--- config.mk ---
export PLATFORM = sky130hd
export DESIGN_NAME = iox_seq
export DESIGN_NICKNAME = d
export VERILOG_FILES = /design/src/rtl/iox_pkg.sv /design/src/rtl/iox_frame_builder.sv /design/src/rtl/iox_step_ctrl.sv /design/src/rtl/iox_rx_capture.sv /design/src/rtl/iox_seq.sv
export SDC_FILE = /design/constraint.sdc
export NUM_CORES = 1
export LEC_CHECK = 0
export BUFFER_PORTS_ARGS = -buffer_cell sky130_fd_sc_hd__buf_4
export CAP_MARGIN = 20
export CORE_AREA = 3 3 93 59
export CTS_CLUSTER_SIZE = 25
export DETAILED_ROUTE_END_ITERATION = 8
export DIE_AREA = 0 0 96 62
export GPL_TIMING_DRIVEN = 0
export PLACE_DENSITY = 0.62
export SYNTH_ARGS = -nofsm -noshare
export SYNTH_HDL_FRONTEND = slang
export SYNTH_SLANG_ARGS = --single-unit
--- constraint.sdc ---
create_clock -name clk -period 1.62 [get_ports clk]
set_input_delay 0.324 -clock clk [delete_from_list [all_inputs] [get_ports clk]]
set_output_delay 0.324 -clock clk [all_outputs]
set_load 0.05 [all_outputs]
--- src/rtl/iox_pkg.sv ---
package iox_pkg;

    typedef enum logic [2:0] {
        OP_START = 3'd0,
        OP_TX    = 3'd1,
        OP_RX    = 3'd2,
        OP_SLOT  = 3'd3,
        OP_STOP  = 3'd4
    } bus_op_e;

    localparam int unsigned OP_W = 3;

endpackage

--- src/rtl/iox_frame_builder.sv ---
module iox_frame_builder #(
    parameter int unsigned DATA_W     = 8,
    parameter int unsigned STRAP_W    = 3,
    parameter int unsigned GROUP_W    = 4,
    parameter logic [GROUP_W-1:0] GROUP_CODE = 4'b0100
) (
    input  logic [STRAP_W-1:0] strap,
    input  logic [DATA_W-1:0]  pat,
    input  logic [DATA_W-1:0]  mask,
    output logic [DATA_W-1:0]  addr_wr,
    output logic [DATA_W-1:0]  addr_rd,
    output logic [DATA_W-1:0]  data_out
);

    localparam int unsigned HEAD_W = GROUP_W + STRAP_W;

    logic [HEAD_W-1:0] head;

    assign head    = {GROUP_CODE, strap};
    assign addr_wr = {head, 1'b0};
    assign addr_rd = {head, 1'b1};

    for (genvar b = 0; b < DATA_W; b++) begin : g_release
        assign data_out[b] = pat[b] | mask[b];
    end

endmodule

--- src/rtl/iox_step_ctrl.sv ---
module iox_step_ctrl
    import iox_pkg::*;
#(
    parameter int unsigned DATA_W = 8
) (
    input  logic              clk,
    input  logic              rst_n,
    input  logic              wr_req,
    input  logic              rd_req,
    input  logic [DATA_W-1:0] addr_wr,
    input  logic [DATA_W-1:0] addr_rd,
    input  logic [DATA_W-1:0] data_in,
    input  logic              cmd_done,
    output logic              cmd_valid,
    output logic [OP_W-1:0]   cmd_op,
    output logic [DATA_W-1:0] cmd_byte,
    output logic              busy,
    output logic              done,
    output logic              rx_take,
    output logic              fin_rd
);

    localparam int unsigned STEP_CNT  = 6;
    localparam int unsigned STEP_W    = $clog2(STEP_CNT);
    localparam logic [STEP_W-1:0] S_ADDR = STEP_W'(1);
    localparam logic [STEP_W-1:0] S_BODY = STEP_W'(3);
    localparam logic [STEP_W-1:0] S_LAST = STEP_W'(STEP_CNT - 1);

    typedef struct packed {
        logic              run;
        logic [STEP_W-1:0] step;
        logic              is_rd;
        logic [DATA_W-1:0] addr;
        logic [DATA_W-1:0] data;
        logic              done;
    } ctrl_t;

    ctrl_t   st_d, st_q;
    bus_op_e op_now;
    logic    adv;

    always_comb begin
        unique case (st_q.step)
            STEP_W'(0): op_now = OP_START;
            STEP_W'(1): op_now = OP_TX;
            STEP_W'(2): op_now = OP_SLOT;
            STEP_W'(3): op_now = st_q.is_rd ? OP_RX : OP_TX;
            STEP_W'(4): op_now = OP_SLOT;
            default:    op_now = OP_STOP;
        endcase
    end

    assign adv = st_q.run & cmd_done;

    always_comb begin
        st_d      = st_q;
        st_d.done = 1'b0;
        if (!st_q.run) begin
            if (wr_req) begin
                st_d.run   = 1'b1;
                st_d.step  = '0;
                st_d.is_rd = 1'b0;
                st_d.addr  = addr_wr;
                st_d.data  = data_in;
            end else if (rd_req) begin
                st_d.run   = 1'b1;
                st_d.step  = '0;
                st_d.is_rd = 1'b1;
                st_d.addr  = addr_rd;
                st_d.data  = '0;
            end
        end else if (cmd_done) begin
            if (st_q.step == S_LAST) begin
                st_d.run  = 1'b0;
                st_d.step = '0;
                st_d.done = 1'b1;
            end else begin
                st_d.step = st_q.step + STEP_W'(1);
            end
        end
    end

    always_ff @(posedge clk or negedge rst_n) begin
        if (!rst_n) begin
            st_q <= '0;
        end else begin
            st_q <= st_d;
        end
    end

    always_comb begin
        cmd_byte = '0;
        if (st_q.step == S_ADDR) begin
            cmd_byte = st_q.addr;
        end else if (st_q.step == S_BODY && !st_q.is_rd) begin
            cmd_byte = st_q.data;
        end
    end

    assign cmd_valid = st_q.run;
    assign cmd_op    = op_now;
    assign busy      = st_q.run;
    assign done      = st_q.done;
    assign rx_take   = adv & st_q.is_rd & (st_q.step == S_BODY);
    assign fin_rd    = adv & st_q.is_rd & (st_q.step == S_LAST);

endmodule

--- src/rtl/iox_rx_capture.sv ---
module iox_rx_capture #(
    parameter int unsigned DATA_W = 8
) (
    input  logic              clk,
    input  logic              rst_n,
    input  logic              rx_take,
    input  logic              fin_rd,
    input  logic [DATA_W-1:0] rx_byte,
    output logic [DATA_W-1:0] rd_pat
);

    typedef struct packed {
        logic [DATA_W-1:0] stage;
        logic [DATA_W-1:0] pat;
    } cap_t;

    cap_t cap_d, cap_q;

    always_comb begin
        cap_d = cap_q;
        if (rx_take) begin
            cap_d.stage = rx_byte;
        end
        if (fin_rd) begin
            cap_d.pat = cap_q.stage;
        end
    end

    always_ff @(posedge clk or negedge rst_n) begin
        if (!rst_n) begin
            cap_q <= '0;
        end else begin
            cap_q <= cap_d;
        end
    end

    assign rd_pat = cap_q.pat;

endmodule

--- src/rtl/iox_seq.sv ---
module iox_seq
    import iox_pkg::*;
#(
    parameter int unsigned DATA_W  = 8,
    parameter int unsigned STRAP_W = 3,
    parameter int unsigned GROUP_W = 4,
    parameter logic [GROUP_W-1:0] GROUP_CODE = 4'b0100
) (
    input  logic               clk,
    input  logic               rst_n,
    input  logic [STRAP_W-1:0] strap,
    input  logic [DATA_W-1:0]  wr_pat,
    input  logic [DATA_W-1:0]  in_mask,
    input  logic               wr_req,
    input  logic               rd_req,
    output logic [DATA_W-1:0]  rd_pat,
    output logic               busy,
    output logic               done,
    output logic               cmd_valid,
    output logic [OP_W-1:0]    cmd_op,
    output logic [DATA_W-1:0]  cmd_byte,
    input  logic               cmd_done,
    input  logic [DATA_W-1:0]  rx_byte,
    input  logic               slot_ack
);

    logic [DATA_W-1:0] addr_wr;
    logic [DATA_W-1:0] addr_rd;
    logic [DATA_W-1:0] data_w;
    logic              rx_take;
    logic              fin_rd;
    logic              ack_unused;

    assign ack_unused = slot_ack;

    iox_frame_builder #(
        .DATA_W     (DATA_W),
        .STRAP_W    (STRAP_W),
        .GROUP_W    (GROUP_W),
        .GROUP_CODE (GROUP_CODE)
    ) u_frame (
        .strap    (strap),
        .pat      (wr_pat),
        .mask     (in_mask),
        .addr_wr  (addr_wr),
        .addr_rd  (addr_rd),
        .data_out (data_w)
    );

    iox_step_ctrl #(
        .DATA_W (DATA_W)
    ) u_ctrl (
        .clk       (clk),
        .rst_n     (rst_n),
        .wr_req    (wr_req),
        .rd_req    (rd_req),
        .addr_wr   (addr_wr),
        .addr_rd   (addr_rd),
        .data_in   (data_w),
        .cmd_done  (cmd_done),
        .cmd_valid (cmd_valid),
        .cmd_op    (cmd_op),
        .cmd_byte  (cmd_byte),
        .busy      (busy),
        .done      (done),
        .rx_take   (rx_take),
        .fin_rd    (fin_rd)
    );

    iox_rx_capture #(
        .DATA_W (DATA_W)
    ) u_cap (
        .clk     (clk),
        .rst_n   (rst_n),
        .rx_take (rx_take),
        .fin_rd  (fin_rd),
        .rx_byte (rx_byte),
        .rd_pat  (rd_pat)
    );

endmodule

==> results.md, run 1 <==
- Gpl congestion: approximately 0.73
- Worst-path clk slew: around 0.07 ns
- DP HPWL: between 2000 and 3000 µm
- Worst-margin pin slew: roughly 0.55 ns
- Routed Wire Length: 3950 µm
- PD cells: slightly below 2000 nW/µm²
- Util after Layout: between 50% and 60%
- Worst EP required: roughly 1.3 ns
- Critical Path AT: roughly 1.7 ns
- Post-Layout Cell Count: 286
- H-tree depth: 2
- Sequential share of the synthesized area: between 50% and 60%
- Vias per inst: 4.48
- Final cycle utilization of the critical path: 122%
- Initial antenna violation count: 0
- RSZ-0062 raised after global routing: true
- Hold_sp: wr_req
- Initial Utilization: approximately a third
- R2R cell count: 7
- DRT iter0 DRCs: 33
- Critical Path Source Type: flop
- Hold EP: u_ctrl.st_q[9]
- Drc violations: 0
- Cells after synthesis: 146
- Leading area contributor after synthesis: dfrtp_1
- CTS buffer count: 5
- Via count: about 1300
- R2r endpoint: u_cap.rd_pat[3]
- Slew Limit Headroom: between 60% and 70%
- Fmax: around 500 MHz
- Status: finished, violations left
- Antenna viol nets, final: 0
- Nets: 256
- Vias in the first global route: roughly 1200
- Fillers: approximately 440
- Port bufs: 53
- Ranking of synthesized cells by area: dfrtp_1 (53%), mux2_2 (7.8%), mux2_4 (7.5%)
- IO Pins: between 50 and 60
- Synthesized area: between 1500 and 2000 µm²
- R2R setup slack: -0.25 ns
- Peak supply drop: around 1 mV
- 1st-pass router iterations: 4
- Hold Path Depth: 2
- Core area: 4640 µm²
- Clock sink count: 34
- Die X: around 96 µm
- Synth warn: 0
- Maximum buffer depth of the clock tree: 2
- Yosys reg bits: 34
- Area delta synth->final: 57.9%
- Final hold violations: 0
- Reg2Reg Launch Point: u_ctrl.st_q[19]
- All-layer global routing usage: 13.7%
- Placed insts: 262
- Ant diodes: 0
- Fin crit period: ~2 ns
- Final setup margin: -0.353 ns
- Yosys top cell area share: roughly 53%
- Hold Crit Class: in2reg
- Global-route wire length before repair: 5900 µm
- Largest net degree at the start of global routing: 35
- Standard-cell row count: 19
- Skew-Pair Late Insertion Delay: around 0.29 ns
- DIE AREA: just under 6000 µm²
- Wire length per cell: about 14 µm
- Die height: just over 60 µm
- Fraction of layout cells with a size suffix above 1: 61.4%
- Pre-CTS setup slack: -0.129 ns
- Maxcap violations: 0
- Yosys cell types: 25
- GR Overflow Total: 0
- Slowest CP cell: dfrtp_2
- CTS tree: done
- Slew Viols, Final: 0
- Fin Clk Skew: 0.00587 ns
- Failing checks: negative setup slack
- Kind of critical path: reg2out
- Critical-path maximum fanout: 5
- CP cell instances: nand2_4 -> inv_4 -> ha_4 -> nor2b_4 -> nand2_2 -> o21ai_4 -> buf_6
- Crit path largest cell delay: between 0.4 and 0.5 ns
- Syn nets: 180
- Root buf cell: clkbuf_8
- Syn_area_per_cell: between 10 and 15 µm²
- CP Capture Type: output port
- P_leak: 1.25 nW
- # setup viols final: 19
==> metal layers <==
metal	vias up	track usage, %	part of all wire (%)
met5	-	0	0
met4	0	4.86	1.4
met3	6	5.05	7.2
met2	44	18.7	42
met1	600	19.7	49
li1	630	-	-
==> worst max path at each step <==
stage	endpoint	from	slack (ns)	cells after the start
global placement	cmd_byte[6]	u_ctrl.st_q[20]	-0.11	6
CTS	cmd_byte[5]	u_ctrl.st_q[18]	-0.33	8
global route	cmd_byte[6]	u_ctrl.st_q[19]	-0.42	7
floorplan	cmd_byte[0]	u_ctrl.st_q[18]	-0.03	7
finish	cmd_byte[6]	u_ctrl.st_q[19]	-0.35	7
detailed placement	cmd_byte[5]	u_ctrl.st_q[18]	-0.13	8
==> sequential cells by signal, indices dropped and copies added, names as in the netlist <==
| signal | cells |
|---|---|
| u_cap.cap_q | 8 |
| u_cap.rd_pat | 8 |
| u_ctrl.busy | 1 |
| u_ctrl.done | 1 |
| u_ctrl.st_q | 16 |
==> kinds of logic after synthesis <==
group	share of synthesized area, %
buffers and inverters	7.55
DFF	53.5
xor gates and xnor gates	1.10
AOI/OAI and AO/OA	7.86
adders and majority gates	0.786
and+or+nand+nor	13.9
muxes	15.3
==> repair_timing <==
| action | CTS | global route |
|---|---|---|
| endpoints found under the setup margin | 19 | 27 |
| pin swaps | 8 | 5 |
| hold buffers | 1 | 0 |
| hold endpoints to repair | 34 | 0 |
| resized for setup | 24 | 15 |
| setup buffers | 15 | 2 |
==> report_power, final <==
group	internal (mW)	total, mW	switching [mW]
combinational	1.27	2.68	1.41
clock	0.342	0.663	0.322
sequential	1.22	1.49	0.274
==> final cells by class <==
| cell class | count | area, µm² | area share [%] |
|---|---|---|---|
| sequential | 34 | 855 | 34.0 |
| inverter | 4 | 17.5 | 0.697 |
| tap | 63 | 78.8 | 3.14 |
| buffer | 12 | 104 | 4.13 |
| clock buffer | 6 | 82.6 | 3.29 |
| timing repair buffer | 71 | 593 | 23.6 |
| clock inverter | 2 | 12.5 | 0.498 |
| multi-input combinational | 94 | 769 | 30.6 |
==> synth_stat cells (all sizes together) <==
| library cell | instances |
|---|---|
| dfrtp | 34 |
| nand2 | 23 |
| mux2 | 19 |
| o21ai | 18 |
| buf | 14 |
| nor2 | 10 |
| a21oi | 4 |
| inv | 4 |
| and2 | 3 |
| nand3 | 3 |
| nand2b | 2 |
| nor2b | 2 |
| and3b | 1 |
| and4 | 1 |
| ha | 1 |
| nand4 | 1 |
| nor3 | 1 |
| nor3b | 1 |
| o21bai | 1 |
| o31ai | 1 |
| xnor2 | 1 |
| xor2 | 1 |
==> per-stage QoR <==
| step | power (mW) | instance area, µm² | setup TNS [ns] | hold slack [ns] |
|---|---|---|---|---|
| 6_report | 4.84 | 2510 | -5.29 | 0.228 |
| 5_1_grt | 5.12 | 2510 | -6.29 | 0.227 |
| 4_1_cts | 4.77 | 2470 | -4.68 | 0.226 |
| 3_5_place_dp | 3.69 | 2170 | -1.67 | 0.303 |
| 3_3_place_gp | 3.66 | 2170 | -1.44 | 0.296 |
| 2_1_floorplan | 3.11 | 1690 | -0.0397 | 0.0284 |
==> cells in the final DEF, fill, tap and decap left out, types with 5 or more instances in the layout <==
cell type	count
dfrtp_1	31
mux2_4	16
nand2_1	16
clkbuf_8	6
o21ai_0	11
o21ai_4	5
buf_6	11
buf_4	67
nor2_1	9
nand2_2	6
==> critical path: cells and delay by family (launching register included) <==
kind | cells | cell delay [ns]
AND/OR/NAND/NOR | 3 | 0.40
AO/OA/AOI/OAI | 1 | 0.16
flip-flops | 1 | 0.42
adder cells (fa/ha/maj) | 1 | 0.14
buffers and inverters | 2 | 0.24
(Power assumes the default switching activity.)
==> run 2, diff against run 1 <==
SKIP_CTS_REPAIR_TIMING = 1   (was not set)
==> results.md, run 2 (synthesis results as in run 1) <==
- Largest net degree at the start of global routing: 35
- Clock sink count: 34
- Failing checks: negative setup slack
- Multi-input gate area: roughly 740 µm²
- Highest-count cells in the layout ignoring fill and taps: buf_4 (65), dfrtp_1 (33), nand2_1 (16)
- Antenna viol nets, final: 0
- Fillers: 443
- R2R cell count: 5
- Final hold violations: 0
- Fraction of layout cells with a size suffix above 1: roughly 58%
- Die X: ~96 µm
- Area delta synth->final: 52.2%
- Skew-Pair Late Insertion Delay: between 0.2 and 0.3 ns
- Hold EP: u_ctrl.st_q[9]
- Gpl congestion: roughly 0.73
- Kind of critical path: reg2out
- CTS buffer count: 5
- H-tree depth: 2
- IO Pins: 55
- Vias in the first global route: roughly 1100
- Vias per inst: roughly 4.4
- Root buf cell: clkbuf_8
- PD cells: 1900 nW/µm²
- Standard-cell row count: 19
- Drc violations: 0
- Die height: between 60 and 70 µm
- Maxcap violations: 0
- Routed Wire Length: roughly 3700 µm
- DIE AREA: 5950 µm²
- Fin crit period: 2.01 ns
- RSZ-0062 raised after global routing: true
- Final cycle utilization of the critical path: 124%
- Ant diodes: 0
- Peak supply drop: between 0.9 and 1 mV
- P_leak: roughly 1.2 nW
- Core area: ~4600 µm²
- Final setup margin: -0.390 ns
- R2r endpoint: u_cap.rd_pat[3]
- Worst-path clk slew: 0.07 ns
- Via count: 1236
- Hold_sp: wr_req
- # setup viols final: 11
- Status: finished, violations left
- Hold Crit Class: in2reg
- Placed insts: 262
- Critical Path AT: about 1.7 ns
- Fmax: about 500 MHz
- Slew Limit Headroom: a little under two thirds
- Commonest non-fill, non-tap cell in the layout: buf_4
- CTS tree: done
- DP HPWL: 2590 µm
- Slew Viols, Final: 0
- Critical-path maximum fanout: 10
- CP Capture Type: output port
- Biggest register: u_ctrl.st_q
- Critical Path Source Type: flop
- Pre-CTS setup slack: -0.129 ns
- 1st-pass router iterations: 4
- Max reg flops: 16
- Post-Layout Cell Count: between 200 and 300
- Initial Utilization: roughly 34%
- Port bufs: 53
- Worst-margin pin slew: ~0.55 ns
- Register area: about 850 µm²
- Global-route wire length before repair: about 5300 µm
- Fin Clk Skew: between 0.003 and 0.004 ns
- R2R setup slack: about 0.060 ns
- All-layer global routing usage: between 10% and 20%
- Hold Path Depth: 2
- GR Overflow Total: 0
- Initial antenna violation count: 0
- Worst EP required: between 1 and 1.5 ns
- Wire length per cell: 13.0 µm
- Reg2Reg Launch Point: u_ctrl.st_q[19]
- Maximum buffer depth of the clock tree: 2
- DRT iter0 DRCs: 23
- Nets: roughly 250
==> run 2: changes by cell type in the layout (fill, tap and decap cells not counted), sizes merged <==
cell          previous run  this run
buf                     82        77
dlymetal6s2s             0         1
==> run 2: per-stage QoR <==
stage          hold WS [ns]  utilization, %  instance area, µm²  total power [mW]  setup TNS (ns)
3_3_place_gp          0.296            46.7                2170              3.66           -1.44
2_1_floorplan        0.0284               -                1690              3.11         -0.0397
6_report              0.231            52.3                2420              4.61           -3.53
4_1_cts             -0.0176            48.8                2260              4.36           -4.79
5_1_grt               0.227            52.3                2420              4.89           -4.38
3_5_place_dp          0.303            46.7                2170              3.69           -1.67
==> run 2: how the worst max path moves through the flow <==
| stage | from | to | slack, ns | cells after the start |
|---|---|---|---|---|
| after floorplan | u_ctrl.st_q[18] | cmd_byte[0] | -0.03 | 7 |
| after global placement | u_ctrl.st_q[20] | cmd_byte[6] | -0.11 | 6 |
| after detailed placement | u_ctrl.st_q[18] | cmd_byte[5] | -0.13 | 8 |
| after CTS | u_ctrl.st_q[18] | cmd_byte[5] | -0.45 | 8 |
| after global routing | u_ctrl.st_q[19] | cmd_byte[6] | -0.48 | 6 |
| final | u_ctrl.st_q[19] | cmd_byte[1] | -0.39 | 6 |
==> run 2: metal layers <==
metal	wire length (µm)	vias up	GRT usage, %
met3	264	6	5.29
met5	0	-	0
met2	1510	34	15.0
met4	57	0	4.86
li1	-	625	-
met1	1830	571	18.5
==> run 2: cell type report <==
cell class                      count  share of cell area (%)
Buffer                             14                    4.86
Clock buffer                        6                    3.41
Clock inverter                      2                   0.517
Inverter                            4                   0.620
Multi-Input combinational cell     94                    30.5
Sequential cell                    34                    35.2
Tap cell                           63                    3.25
Timing Repair Buffer               65                    21.7
==> run 2: worst max-delay path: stages, from the launching register on <==
cell and delay, ns:
dfrtp_1 0.37, buf_6 0.14, nor3b_2 0.30, buf_6 0.23, nand2_1 0.11, o21ai_4 0.07, buf_6 0.17
==> run 2: power by group <==
group          switching (mW)  leakage, nW  total [mW]  internal [mW]
combinational            1.38        0.726        2.50           1.12
sequential              0.239        0.431        1.45           1.21
clock                   0.314       0.0472       0.656          0.341
